`config.mk`:
```
export PLATFORM = sky130hd
export DESIGN_NAME = uart_brk_tx
export DESIGN_NICKNAME = d
export VERILOG_FILES = /design/src/rtl/uart_brk_pkg.sv /design/src/rtl/tx_hold_reg.sv /design/src/rtl/tx_req_queue.sv /design/src/rtl/tx_shift_eng.sv /design/src/rtl/uart_brk_tx.sv
export SDC_FILE = /design/constraint.sdc
export NUM_CORES = 1
export LEC_CHECK = 0
export BUFFER_PORTS_ARGS = -buffer_cell sky130_fd_sc_hd__clkbuf_2
export CAP_MARGIN = 10
export CORE_ASPECT_RATIO = 0.9
export CORE_MARGIN = 4
export CORE_UTILIZATION = 30
export DETAILED_ROUTE_END_ITERATION = 10
export SETUP_SLACK_MARGIN = 0.3
export SLEW_MARGIN = 20
export SYNTH_ARGS = -nofsm -noshare
export SYNTH_HDL_FRONTEND = slang
export SYNTH_HIERARCHICAL = 1
export SYNTH_SLANG_ARGS = --single-unit
```
`constraint.sdc`:
```
create_clock -name clk -period 2.9 [get_ports clk]
set_input_delay 0.58 -clock clk [delete_from_list [all_inputs] [get_ports clk]]
set_output_delay 0.58 -clock clk [all_outputs]
set_load 0.05 [all_outputs]
```
`src/rtl/uart_brk_pkg.sv`:
```
package uart_brk_pkg;
  localparam int DIN_W     = 14;
  localparam int MARK_BIT  = 13;
  localparam int DATA_MAX  = 10;
  localparam int FRAME_MAX = 13;
  localparam int CNT_W     = $clog2(FRAME_MAX + 1);

  typedef enum logic [1:0] {CH_NONE, CH_BRK, CH_IDLE, CH_DATA} char_kind_e;

  // number of data bits for a format code
  function automatic int data_bits(logic [1:0] fmt);
    case (fmt)
      2'd0:    return 8;
      2'd1:    return 9;
      default: return 10;
    endcase
  endfunction

  // mask of active data bits
  function automatic logic [DATA_MAX-1:0] data_mask(logic [1:0] fmt);
    return ~({DATA_MAX{1'b1}} << data_bits(fmt));
  endfunction

  // full character length in bit times
  function automatic logic [CNT_W-1:0] char_bits(logic [1:0] fmt, logic two_stop);
    return CNT_W'(1 + data_bits(fmt) + (two_stop ? 2 : 1));
  endfunction

  // break length in bit times
  function automatic logic [CNT_W-1:0] break_bits(logic [1:0] fmt, logic two_stop,
                                                  logic long_brk);
    int n;
    if (long_brk) n = 13;
    else if (fmt >= 2'd2) n = 12;
    else n = 10 + int'(fmt) + (two_stop ? 1 : 0);
    return CNT_W'(n);
  endfunction

  // start bit, data LSB first, everything above is stop level
  function automatic logic [FRAME_MAX-1:0] data_frame(logic [DATA_MAX-1:0] d,
                                                      logic [1:0] fmt);
    logic [FRAME_MAX-1:0] f;
    int nd;
    f    = '1;
    f[0] = 1'b0;
    nd   = data_bits(fmt);
    for (int i = 0; i < DATA_MAX; i++)
      if (i < nd) f[i+1] = d[i];
    return f;
  endfunction
endpackage

```
`src/rtl/tx_hold_reg.sv`:
```
module tx_hold_reg
  import uart_brk_pkg::*;
(
  input  logic             clk,
  input  logic             rst_n,
  input  logic             data_wr,
  input  logic [DIN_W-1:0] data_in,
  input  logic             take_data,
  output logic [DIN_W-1:0] hold_q,
  output logic             full
);
  always_ff @(posedge clk) begin
    if (!rst_n) begin
      hold_q <= '0;
      full   <= 1'b0;
    end else if (data_wr) begin
      hold_q <= data_in;
      full   <= 1'b1;
    end else if (take_data) begin
      full   <= 1'b0;
    end
  end
endmodule

```
`src/rtl/tx_req_queue.sv`:
```
module tx_req_queue (
  input  logic clk,
  input  logic rst_n,
  input  logic send_brk,
  input  logic tx_en,
  input  logic take_brk,
  input  logic take_idle,
  output logic brk_q,
  output logic idle_q
);
  logic prev_sb, prev_en;
  logic brk_rise, en_fall;

  assign brk_rise = send_brk & ~prev_sb;
  assign en_fall  = ~tx_en & prev_en;

  always_ff @(posedge clk) begin
    if (!rst_n) begin
      prev_sb <= 1'b0;
      prev_en <= 1'b0;
      brk_q   <= 1'b0;
      idle_q  <= 1'b0;
    end else begin
      prev_sb <= send_brk;
      prev_en <= tx_en;
      // a held request re-arms as the queued break leaves
      brk_q   <= brk_rise | (brk_q & ~take_brk) | (take_brk & send_brk);
      idle_q  <= en_fall | (idle_q & ~take_idle);
    end
  end
endmodule

```
`src/rtl/tx_shift_eng.sv`:
```
module tx_shift_eng
  import uart_brk_pkg::*;
(
  input  logic                 clk,
  input  logic                 rst_n,
  input  logic                 baud_tick,
  input  logic                 load,
  input  char_kind_e           load_kind,
  input  logic [FRAME_MAX-1:0] load_frame,
  input  logic [CNT_W-1:0]     load_len,
  output logic                 tx_out,
  output logic                 active,
  output logic                 slot_free,
  output logic                 frame_end,
  output char_kind_e           cur_kind
);
  logic [FRAME_MAX-1:0] sreg;
  logic [CNT_W-1:0]     cnt;
  logic                 last_bit;

  assign last_bit  = (cnt == CNT_W'(1));
  assign slot_free = ~active | last_bit;
  assign frame_end = baud_tick & active & last_bit;
  assign tx_out    = active ? sreg[0] : 1'b1;

  always_ff @(posedge clk) begin
    if (!rst_n) begin
      sreg     <= '1;
      cnt      <= '0;
      active   <= 1'b0;
      cur_kind <= CH_NONE;
    end else if (baud_tick) begin
      if (active && !last_bit) begin
        sreg <= {1'b1, sreg[FRAME_MAX-1:1]};
        cnt  <= cnt - CNT_W'(1);
      end else if (load) begin
        sreg     <= load_frame;
        cnt      <= load_len;
        active   <= 1'b1;
        cur_kind <= load_kind;
      end else begin
        cnt      <= '0;
        active   <= 1'b0;
        cur_kind <= CH_NONE;
      end
    end
  end
endmodule

```
`src/rtl/uart_brk_tx.sv`:
```
module uart_brk_tx
  import uart_brk_pkg::*;
(
  input  logic             clk,
  input  logic             rst_n,
  input  logic             baud_tick,
  input  logic             tx_en,
  input  logic             send_brk,
  input  logic             long_brk,
  input  logic [1:0]       fmt_len,
  input  logic             two_stop,
  input  logic             data_wr,
  input  logic [DIN_W-1:0] data_in,
  output logic             tx_out,
  output logic             data_empty
);
  logic [DIN_W-1:0]     hold_q;
  logic                 hold_full;
  logic                 brk_q, idle_q;
  logic                 shift_active, slot_free, frame_end;
  char_kind_e           cur_kind;
  logic                 can_load, load_brk, load_idle, load_data, load_any;
  logic [DATA_MAX-1:0]  hold_bits, act_mask;
  logic                 hold_is_brk, hold_is_idle;
  char_kind_e           ld_kind;
  logic [FRAME_MAX-1:0] ld_frame;
  logic [CNT_W-1:0]     ld_len;

  tx_hold_reg u_hold (
    .clk(clk), .rst_n(rst_n), .data_wr(data_wr), .data_in(data_in),
    .take_data(load_data), .hold_q(hold_q), .full(hold_full)
  );

  tx_req_queue u_req (
    .clk(clk), .rst_n(rst_n), .send_brk(send_brk), .tx_en(tx_en),
    .take_brk(load_brk), .take_idle(load_idle), .brk_q(brk_q), .idle_q(idle_q)
  );

  // load slot arbitration: requested break, then idle, then held data
  assign can_load  = baud_tick & slot_free & tx_en;
  assign load_brk  = can_load & brk_q;
  assign load_idle = can_load & ~brk_q & idle_q;
  assign load_data = can_load & ~brk_q & ~idle_q & hold_full;
  assign load_any  = load_brk | load_idle | load_data;

  // in-band marker classification, made at load time
  assign act_mask     = data_mask(fmt_len);
  assign hold_bits    = hold_q[DATA_MAX-1:0] & act_mask;
  assign hold_is_brk  = hold_q[MARK_BIT] & (hold_bits == '0);
  assign hold_is_idle = hold_q[MARK_BIT] & (hold_bits == act_mask);

  always_comb begin
    ld_kind  = CH_NONE;
    ld_frame = '1;
    ld_len   = '0;
    if (load_brk || (load_data && hold_is_brk)) begin
      ld_kind  = CH_BRK;
      ld_frame = '0;
      ld_len   = break_bits(fmt_len, two_stop, long_brk);
    end else if (load_idle || (load_data && hold_is_idle)) begin
      ld_kind  = CH_IDLE;
      ld_len   = char_bits(fmt_len, two_stop);
    end else if (load_data) begin
      ld_kind  = CH_DATA;
      ld_frame = data_frame(hold_q[DATA_MAX-1:0], fmt_len);
      ld_len   = char_bits(fmt_len, two_stop);
    end
  end

  tx_shift_eng u_shift (
    .clk(clk), .rst_n(rst_n), .baud_tick(baud_tick), .load(load_any),
    .load_kind(ld_kind), .load_frame(ld_frame), .load_len(ld_len),
    .tx_out(tx_out), .active(shift_active), .slot_free(slot_free),
    .frame_end(frame_end), .cur_kind(cur_kind)
  );

  assign data_empty = ~hold_full;
endmodule

```
==> reports/results.md, run 1 <==
* **Final Hold Violating Endpoints** 0
* **area of the core** 7000 µm²
* **yosys synthesis warning count** 6
* **Post-Syn Instances** 250
* **average cell area after synthesis** 8.61 µm²
* **total power density per cell area** 424 nW/µm²
* **run status** completed
* **clock slew at reported path FFs** 70 ps
* **Critical path origin** u_shift/cnt[1]
* **leakage dissipation** 0.000994 µW
* **share of layout cells above drive strength 1** 28.8%
* **kind of critical path** register to register
* **DR pass1 iterations** 4
* **most common cell after layout, fill and taps aside** sky130_fd_sc_hd__dfxtp_1
* **endpoint type of the worst setup path** register
* **ant diodes** 0
* **Required @ worst endpoint** 3080 ps
* **Max transition margin** 44.4%
* **clk_lat worst skew** 290 ps
* **routed wire length** 5050 µm
* **worst r2r src** u_shift/cnt[1]
* **unrepaired setup endpoints after global routing** yes
* **power consumption** 1070 µW
* **estimated wirelength of the detail-placed design** 3290 µm
* **CP peak stage delay** 410 ps
* **aggregate negative setup slack** 0 ps
* **Period minus WS final** 2630 ps
* **count of vias placed by the detailed router** 1,858
* **count of fill cells added during filler insertion** 739
* **number of clock sinks seen by CTS** 34
* **Max Cap Violations** 0
* **# port buffers** 22
* **pin count of the biggest net entering global routing** 48
* **syn nets** 278
* **TritonCTS buffer count** 5
* **drt first-iter violations** 105
* **routability-driven placement congestion ratio** 0.741
* **Final period util** 90.6%
* **endpoints failing setup** 0
* **leading cell types in the layout, fill and taps excluded** sky130_fd_sc_hd__dfxtp_1, sky130_fd_sc_hd__clkbuf_2, sky130_fd_sc_hd__nor2_1, sky130_fd_sc_hd__nor2b_1
* **Tot GR Track Use** 11.5%
* **Worst IR Drop VDD** 0.321 mV
* **P&R area growth vs syn** 17.5%
* **number of antenna-violating nets in the routed design** 0
* **count of unresolved DRC violations after routing** 0
* **routed length on met3** 256 µm
* **startpoint of the most critical hold path** u_req/prev_en
* **top routing layer in use** met4
* **routed wire length per instance** 13.9 µm
* **Die Area** 8590 µm²
* **Slew Viols, Final** 0
* **effective utilization at floorplan** 30.7%
* **HP Class** register to register
* **initial antenna violation count** 0
* **detailed-routed wire length on met2** 2250 µm
* **transition time at the pin with the least slew margin** 830 ps
* **sequential cell area** 686 µm²
* **cell breakdown of the critical path** inv_2 > ha_4 > or3b_4 > nand2_2 > and4b_1 > nand3b_1 > o31ai_4 > mux2_4 > nand3_2 > a21oi_1 > o31a_1
* **maximum root-to-sink buffer count** 2
* **Die Y** 88.4 µm
* **critical path data arrival time** 2800 ps
* **area of combinational cells with multiple inputs** 1380 µm²
* **Vias/cell** 5.10
* **CP max-delay cell** sky130_fd_sc_hd__o31ai_4
* **cell row count** 29
* **WL met1** 2490 µm
* **Final Net Count** 300
* **Netlist Area Pre-Place** 2150 µm²
* **die outline width** 97.3 µm
* **clock tree from TritonCTS** yes
* **Max Fanout on Critical Path** 5
* **Layout Skew** 6.07 ps
* **Worst Hold Slack** 471 ps
* **number of levels in the clock H-tree** 2
* **first-pass GRT wire length** 8180 µm
* **hold-fix buffer count after cts** 0
* **num ports** 26
* **type of element launching the critical path** register
* **overflow left after global routing** 0
* **CTS Root Cell** sky130_fd_sc_hd__clkbuf_8
* **Max Freq** 380 MHz
* **vias in the first global route** 1,722
[where the power goes]
part	internal (µW)	switching [µW]	total, µW
sequential	495	26.7	522
combinational	93.5	104	198
clock	183	171	354
total	772	302	1070
[final cells by class]
class                      count  area share [%]
inverter                      11            1.63
tap                           93            4.60
multi-input combinational    184            54.6
timing repair buffer          36            8.81
sequential                    34            27.1
clock buffer                   6            3.27
[stage by stage]
stage               instances  area (µm²)  utilization [%]  worst slack, ps
global placement          350        2310             33.1              302
CTS                       356        2400             34.3              302
finish                    364        2530             36.1              272
floorplan                 250        2180                -              301
global route              364        2530             36.1              166
detailed placement        350        2310             33.1              298
[per-layer routing]
metal | vias up | global-route usage (%)
li1 | 962 | -
met1 | 843 | 16.0
met2 | 48 | 17.8
met3 | 5 | 2.84
met4 | 0 | 3.77
met5 | - | 0
[path summary, 6_finish.rpt]
path / cells past startpoint / to / slack [ps]
setup reg to reg: 11 / u_shift/cnt[1] / 270
hold / removal: 2 / u_req/idle_q / 470
setup / recovery: 11 / u_shift/cnt[1] / 270
hold reg to reg: 2 / u_req/idle_q / 470
[critical path, delay by kind of cell, from the launching register on]
family	cells	cell delay [ps]
fa+ha+maj	1	130
compound gates	3	750
simple gates	5	890
mux	1	340
buf+inv	1	70
flops	1	330
[repair_timing]
item                                    CTS  global route
setup buffers                             0             7
gates cloned                              0             1
pin swaps                                 0            14
endpoints found under the setup margin    4            16
resized for setup                         1            16
[sequential cells by signal, summed over array words and instances, names as in the netlist]
| signal | cells |
|---|---|
| u_shift/sreg | 13 |
| u_req/idle_q | 1 |
| u_shift/cnt | 4 |
| u_hold/hold_q | 11 |
| u_shift/active | 1 |
| u_req/brk_q | 1 |
| u_req/prev_sb | 1 |
| u_hold/full | 1 |
| u_req/prev_en | 1 |
(Power assumes the default switching activity.)
==> inputs of run 2 (changes only) <==
Settings changed: CORE_MARGIN 4 to 5.
==> run 2 against run 1 <==
Non-clock buffer count up 1. Register-to-register slack gained 40 ps. Worst setup slack better by 41 ps. Critical endpoint unchanged.
==> reports/results.md, run 2 (synthesis gave the netlist of run 1 again) <==
* **P&R area growth vs syn** 18.7%, was 17.5%
* **effective utilization at floorplan** 30.7%, unchanged
* **endpoint type of the worst setup path** register, unchanged
* **number of clock sinks seen by CTS** 34, unchanged
* **count of vias placed by the detailed router** 1,871, was 1,858
* **number of levels in the clock H-tree** 2, unchanged
* **aggregate negative setup slack** 0 ps, unchanged
* **biggest registers after layout** u_shift/sreg x13, u_hold/hold_q x11, u_shift/cnt x4, unchanged
* **estimated wirelength of the detail-placed design** 3290 µm, about the same
* **area of combinational cells with multiple inputs** 1390 µm², was 1380 µm²
* **critical path data arrival time** 2760 ps, was 2800 ps
* **transition time at the pin with the least slew margin** 865 ps, was 830 ps
* **unrepaired setup endpoints after global routing** yes, unchanged
* **Largest register FFs** 13, unchanged
* **initial antenna violation count** 0, unchanged
* **cell row count** 29, unchanged
* **power consumption** 1080 µW, was 1070 µW
* **Required @ worst endpoint** 3070 ps, was 3080 ps
* **Tot GR Track Use** 11.3%, was 11.5%
* **Biggest register** u_shift/sreg, unchanged
* **Max Fanout on Critical Path** 5, unchanged
* **overflow left after global routing** 0, unchanged
* **sequential cell area** 686 µm², unchanged
* **Final period util** 89.2%, was 90.6%
* **clock tree from TritonCTS** yes, unchanged
* **share of layout cells above drive strength 1** 29.6%, was 28.8%
* **TritonCTS buffer count** 5, unchanged
* **Die Area** 8970 µm², was 8590 µm²
* **type of element launching the critical path** register, unchanged
* **Max transition margin** 42.1%, was 44.4%
* **top routing layer in use** met4, unchanged
* **ant diodes** 0, unchanged
* **leading cell types in the layout, fill and taps excluded** sky130_fd_sc_hd__dfxtp_1, sky130_fd_sc_hd__clkbuf_2, sky130_fd_sc_hd__nor2_1, was sky130_fd_sc_hd__dfxtp_1, sky130_fd_sc_hd__clkbuf_2, sky130_fd_sc_hd__nor2_1, sky130_fd_sc_hd__nor2b_1
* **Final Hold Violating Endpoints** 0, unchanged
* **# port buffers** 22, unchanged
* **area of the core** 7000 µm², unchanged
* **Max Cap Violations** 0, unchanged
* **run status** completed, unchanged
* **maximum root-to-sink buffer count** 2, unchanged
* **cell breakdown of the critical path** inv_2 > ha_4 > or3b_4 > nand2_2 > and4b_1 > nand3b_1 > o31ai_4 > buf_6 > mux2_4 > nand3_2 > a21oi_1 > o31a_1, was inv_2 > ha_4 > or3b_4 > nand2_2 > and4b_1 > nand3b_1 > o31ai_4 > mux2_4 > nand3_2 > a21oi_1 > o31a_1
* **routability-driven placement congestion ratio** 0.745, was 0.741
* **Layout Skew** 3.63 ps, was 6.07 ps
* **routed length on met3** 195 µm, was 256 µm
* **count of fill cells added during filler insertion** 743, was 739
* **Max Freq** 386 MHz, was 380 MHz
* **total power density per cell area** 425 nW/µm², was 424 nW/µm²
* **CP max-delay cell** sky130_fd_sc_hd__or3b_4, was sky130_fd_sc_hd__o31ai_4
* **HP Class** register to register, unchanged
* **Die Y** 90.4 µm, was 88.4 µm
* **WL met1** 2560 µm, was 2490 µm
* **drt first-iter violations** 158, was 105
* **Vias/cell** 5.10, about the same
* **detailed-routed wire length on met2** 2270 µm, was 2250 µm
* **first-pass GRT wire length** 8510 µm, was 8180 µm
* **Final Net Count** 301, was 300
* **leakage dissipation** 0.00101 µW, was 0.000994 µW
* **clk_lat worst skew** 280 ps, was 290 ps
* **die outline width** 99.3 µm, was 97.3 µm
* **hold-fix buffer count after cts** 0, unchanged
* **num ports** 26, unchanged
* **pin count of the biggest net entering global routing** 35, was 48
* **Worst IR Drop VDD** 0.306 mV, was 0.321 mV
* **count of unresolved DRC violations after routing** 0, unchanged
* **Period minus WS final** 2590 ps, was 2630 ps
* **kind of critical path** register to register, unchanged
* **routed wire length** 5050 µm, about the same
* **Slew Viols, Final** 0, unchanged
* **most common cell after layout, fill and taps aside** sky130_fd_sc_hd__dfxtp_1, unchanged
* **vias in the first global route** 1,809, was 1,722
* **routed wire length per instance** 13.8 µm, was 13.9 µm
* **DR pass1 iterations** 4, unchanged
* **CTS Root Cell** sky130_fd_sc_hd__clkbuf_8, unchanged
* **endpoints failing setup** 0, unchanged
* **CP peak stage delay** 380 ps, was 410 ps
* **clock slew at reported path FFs** 70 ps, about the same
* **number of antenna-violating nets in the routed design** 0, unchanged
* **Worst Hold Slack** 472 ps, was 471 ps
run 2: layer usage:
metal | up-vias | global-route usage [%]
li1 | 963 | -
met1 | 870 | 16.2
met2 | 36 | 16.6
met3 | 2 | 2.70
met4 | 0 | 3.53
met5 | - | 0
run 2: through the flow:
| step | std cells | cell area, µm² | setup slack [ps] | util, % |
|---|---|---|---|---|
| 2_1_floorplan | 250 | 2180 | 301 | - |
| 3_3_place_gp | 350 | 2310 | 304 | 33.1 |
| 3_5_place_dp | 350 | 2310 | 304 | 33.1 |
| 4_1_cts | 362 | 2450 | 310 | 35.0 |
| 5_1_grt | 367 | 2550 | 165 | 36.5 |
| 6_report | 367 | 2550 | 312 | 36.5 |
run 2: path summary, 6_finish.rpt:
path	to	slack (ps)	startpoint	cells after the start
setup / recovery	u_shift/cnt[1]	310	u_shift/cnt[1]	12
hold / removal	u_req/idle_q	470	u_req/prev_en	2
setup reg to reg	u_shift/cnt[1]	310	u_shift/cnt[1]	12
hold reg to reg	u_req/idle_q	470	u_req/prev_en	2
run 2: power by group:
group	internal [µW]	switching, µW
logic	94.6	104
registers	495	27.5
clock network	192	172
run 2: area by class of cell:
class	count	area share [%]
multi-input cells	184	54.3
flip-flops and latches	34	26.8
repair buffers	37	9.16
well taps	93	4.55
clock buffers	7	3.38
inverters	11	1.62
clock inverters	1	0.196
run 2: repair_timing:
item | in CTS | in global routing
cloned | 1 | 0
resized for setup | 4 | 14
pin swaps | 1 | 16
buffers inserted | 3 | 5
endpoints found under the setup margin | 7 | 16
endpoints found under the hold margin | 0 | 0
run 2: worst max-delay path, delay by kind of cell (launching register included):
kind,cells,cell delay [ps]
AOI/OAI and AO/OA,3,550
adders and majority gates,1,140
and+or+nand+nor,5,920
muxes,1,300
buffers and inverters,2,230
DFF,1,330
==> inputs of run 3 (changes only) <==
Settings changed: CELL_PAD_IN_SITES_DETAIL_PLACEMENT set to 0, CELL_PAD_IN_SITES_GLOBAL_PLACEMENT set to 1, PLACE_DENSITY_LB_ADDON set to 0.1, SLEW_MARGIN 20 to 30.
==> run 3 against run 2 <==
Via count increased by 0.96%. Sequential share of layout area increased by 0.28 points. Die area unchanged.
==> reports/results.md, run 3 (synthesis gave the netlist of run 1 again) <==
* **critical path data arrival time** 2690 ps, was 2760 ps
* **Required @ worst endpoint** 3080 ps, was 3070 ps
* **ant diodes** 0, unchanged
* **cell breakdown of the critical path** inv_2 > ha_4 > or3b_4 > nand2_4 > and4b_1 > nand3b_1 > o31ai_4 > buf_6 > mux2_4 > nand3_2 > a21oi_2 > o31a_1, was inv_2 > ha_4 > or3b_4 > nand2_2 > and4b_1 > nand3b_1 > o31ai_4 > buf_6 > mux2_4 > nand3_2 > a21oi_1 > o31a_1
* **TritonCTS buffer count** 5, unchanged
* **vias in the first global route** 1,936, was 1,809
* **drt first-iter violations** 67, was 158
* **estimated wirelength of the detail-placed design** 3730 µm, was 3290 µm
* **biggest registers after layout** u_shift/sreg x13, u_hold/hold_q x11, u_shift/cnt x4, unchanged
* **power consumption** 1100 µW, was 1080 µW
* **WP depth** 12, unchanged
* **leakage dissipation** 0.00100 µW, was 0.00101 µW
* **maximum root-to-sink buffer count** 2, unchanged
* **worst r2r src** u_shift/cnt[1], unchanged
* **die outline width** 99.3 µm, unchanged
* **clock tree from TritonCTS** yes, unchanged
* **Die Area** 8970 µm², unchanged
* **P&R area growth vs syn** 17.5%, was 18.7%
* **sequential cell area** 686 µm², unchanged
* **pin count of the biggest net entering global routing** 48, was 35
* **overflow left after global routing** 0, unchanged
* **leading cell types in the layout, fill and taps excluded** sky130_fd_sc_hd__dfxtp_1, sky130_fd_sc_hd__nor2_1, sky130_fd_sc_hd__clkbuf_2, was sky130_fd_sc_hd__dfxtp_1, sky130_fd_sc_hd__clkbuf_2, sky130_fd_sc_hd__nor2_1
* **kind of critical path** register to register, unchanged
* **Max Freq** 398 MHz, was 386 MHz
* **area of combinational cells with multiple inputs** 1370 µm², was 1390 µm²
* **effective utilization at floorplan** 30.7%, unchanged
* **endpoint type of the worst setup path** register, unchanged
* **Die Y** 90.4 µm, unchanged
* **peak-usage layer in the global routing report** met2, unchanged
* **Largest register FFs** 13, unchanged
* **area of the core** 7000 µm², unchanged
* **met3 Track Usage GR** 3.24%, was 2.70%
* **number of clock sinks seen by CTS** 34, unchanged
* **Worst IR Drop VDD** 0.176 mV, was 0.306 mV
* **aggregate negative setup slack** 0 ps, unchanged
* **routability-driven placement congestion ratio** 0.766, was 0.745
* **routed wire length per instance** 15.1 µm, was 13.8 µm
* **worst reg-to-reg path cell count** 12, unchanged
* **GRT met2 Usage** 20.0%, was 16.6%
* **DR pass1 iterations** 4, unchanged
* **most common cell after layout, fill and taps aside** sky130_fd_sc_hd__dfxtp_1, unchanged
* **# port buffers** 22, unchanged
* **Max Fanout on Critical Path** 5, unchanged
* **number of levels in the clock H-tree** 2, unchanged
* **count of unresolved DRC violations after routing** 0, unchanged
* **routed wire length** 5540 µm, was 5050 µm
* **CP max-delay cell** sky130_fd_sc_hd__or3b_4, unchanged
* **clock slew at reported path FFs** 70 ps, about the same
* **CP peak stage delay** 390 ps, was 380 ps
* **Tot GR Track Use** 13.2%, was 11.3%
* **total power density per cell area** 435 nW/µm², was 425 nW/µm²
* **Layout Skew** 12.4 ps, was 3.63 ps
* **share of layout cells above drive strength 1** 27.1%, was 29.6%
* **endpoints failing setup** 0, unchanged
* **count of fill cells added during filler insertion** 766, was 743
* **transition time at the pin with the least slew margin** 667 ps, was 865 ps
* **clk_lat worst skew** 300 ps, was 280 ps
* **HP Class** register to register, unchanged
* **count of vias placed by the detailed router** 1,889, was 1,871
* **Period minus WS final** 2510 ps, was 2590 ps
* **num ports** 26, unchanged
* **first-pass GRT wire length** 9690 µm, was 8510 µm
* **unrepaired setup endpoints after global routing** yes, unchanged
* **Critical path origin** u_shift/cnt[1], unchanged
* **worst hold path stage count** 2, unchanged
* **Final period util** 86.6%, was 89.2%
* **startpoint of the most critical hold path** u_req/prev_en, unchanged
* **hold-fix buffer count after cts** 0, unchanged
* **cell row count** 29, unchanged
* **Final Net Count** 300, was 301
* **number of antenna-violating nets in the routed design** 0, unchanged
* **GR met1 Demand/Resource** 18.6%, was 16.2%
* **initial antenna violation count** 0, unchanged
* **top cell family by delay on the critical path** simple AND/OR/NAND/NOR gates, unchanged
* **Final Hold Violating Endpoints** 0, unchanged
* **type of element launching the critical path** register, unchanged
* **Biggest register** u_shift/sreg, unchanged
* **Max transition margin** 55.5%, was 42.1%
* **run status** completed, unchanged
* **Slew Viols, Final** 0, unchanged
* **Vias/cell** 5.16, was 5.10
* **Max Cap Violations** 0, unchanged
* **CTS Root Cell** sky130_fd_sc_hd__clkbuf_8, unchanged
* **Buf/Inv on CP** 2, unchanged
run 3: worst paths after layout:
check | to | slack [ps]
worst max-delay path | u_shift/cnt[1] | 390
worst min-delay path | u_req/idle_q | 470
worst max register to register | u_shift/cnt[1] | 390
worst min register to register | u_req/idle_q | 470
run 3: power by group:
group	internal [µW]	switching [µW]	total (µW)
registers	495	26.7	521
clock network	192	189	381
logic	92.5	105	198
run 3: worst register-to-register path: cells and delay by family, from the launching register on:
family | cells | cell delay, ps
mux | 1 | 310
fa+ha+maj | 1 | 120
simple gates | 5 | 900
buf+inv | 2 | 220
compound gates | 3 | 530
flops | 1 | 320
run 3: layer usage:
layer  vias up  share of wire, %
li1        965                 -
met1       901                52
met2        21                44
met3         2               3.1
met4         0              0.70
met5         -                 0
run 3: layout make-up:
type                       instances  area share [%]
clock buffer                       7            3.41
clock inverter                     1           0.198
inverter                          11            1.63
multi-input combinational        184            54.1
sequential                        34            27.1
tap                               93            4.60
timing repair buffer              36            8.96
run 3: per-stage QoR:
step           instances  instance area (µm²)  hold slack (ps)  setup WS (ps)  utilization [%]
2_1_floorplan        250                 2180              448            301                -
3_3_place_gp         352                 2330              467            246             33.3
3_5_place_dp         352                 2330              462            245             33.3
4_1_cts              365                 2490              474            273             35.6
5_1_grt              366                 2530              501            261             36.1
6_report             366                 2530              471            389             36.1
run 3: timing repair:
action / in CTS / in global routing
pin swaps: 5 / 5
setup buffers: 4 / 1
gates cloned: 1 / 0
gates resized for setup: 8 / 6
endpoints found under the setup margin: 8 / 15
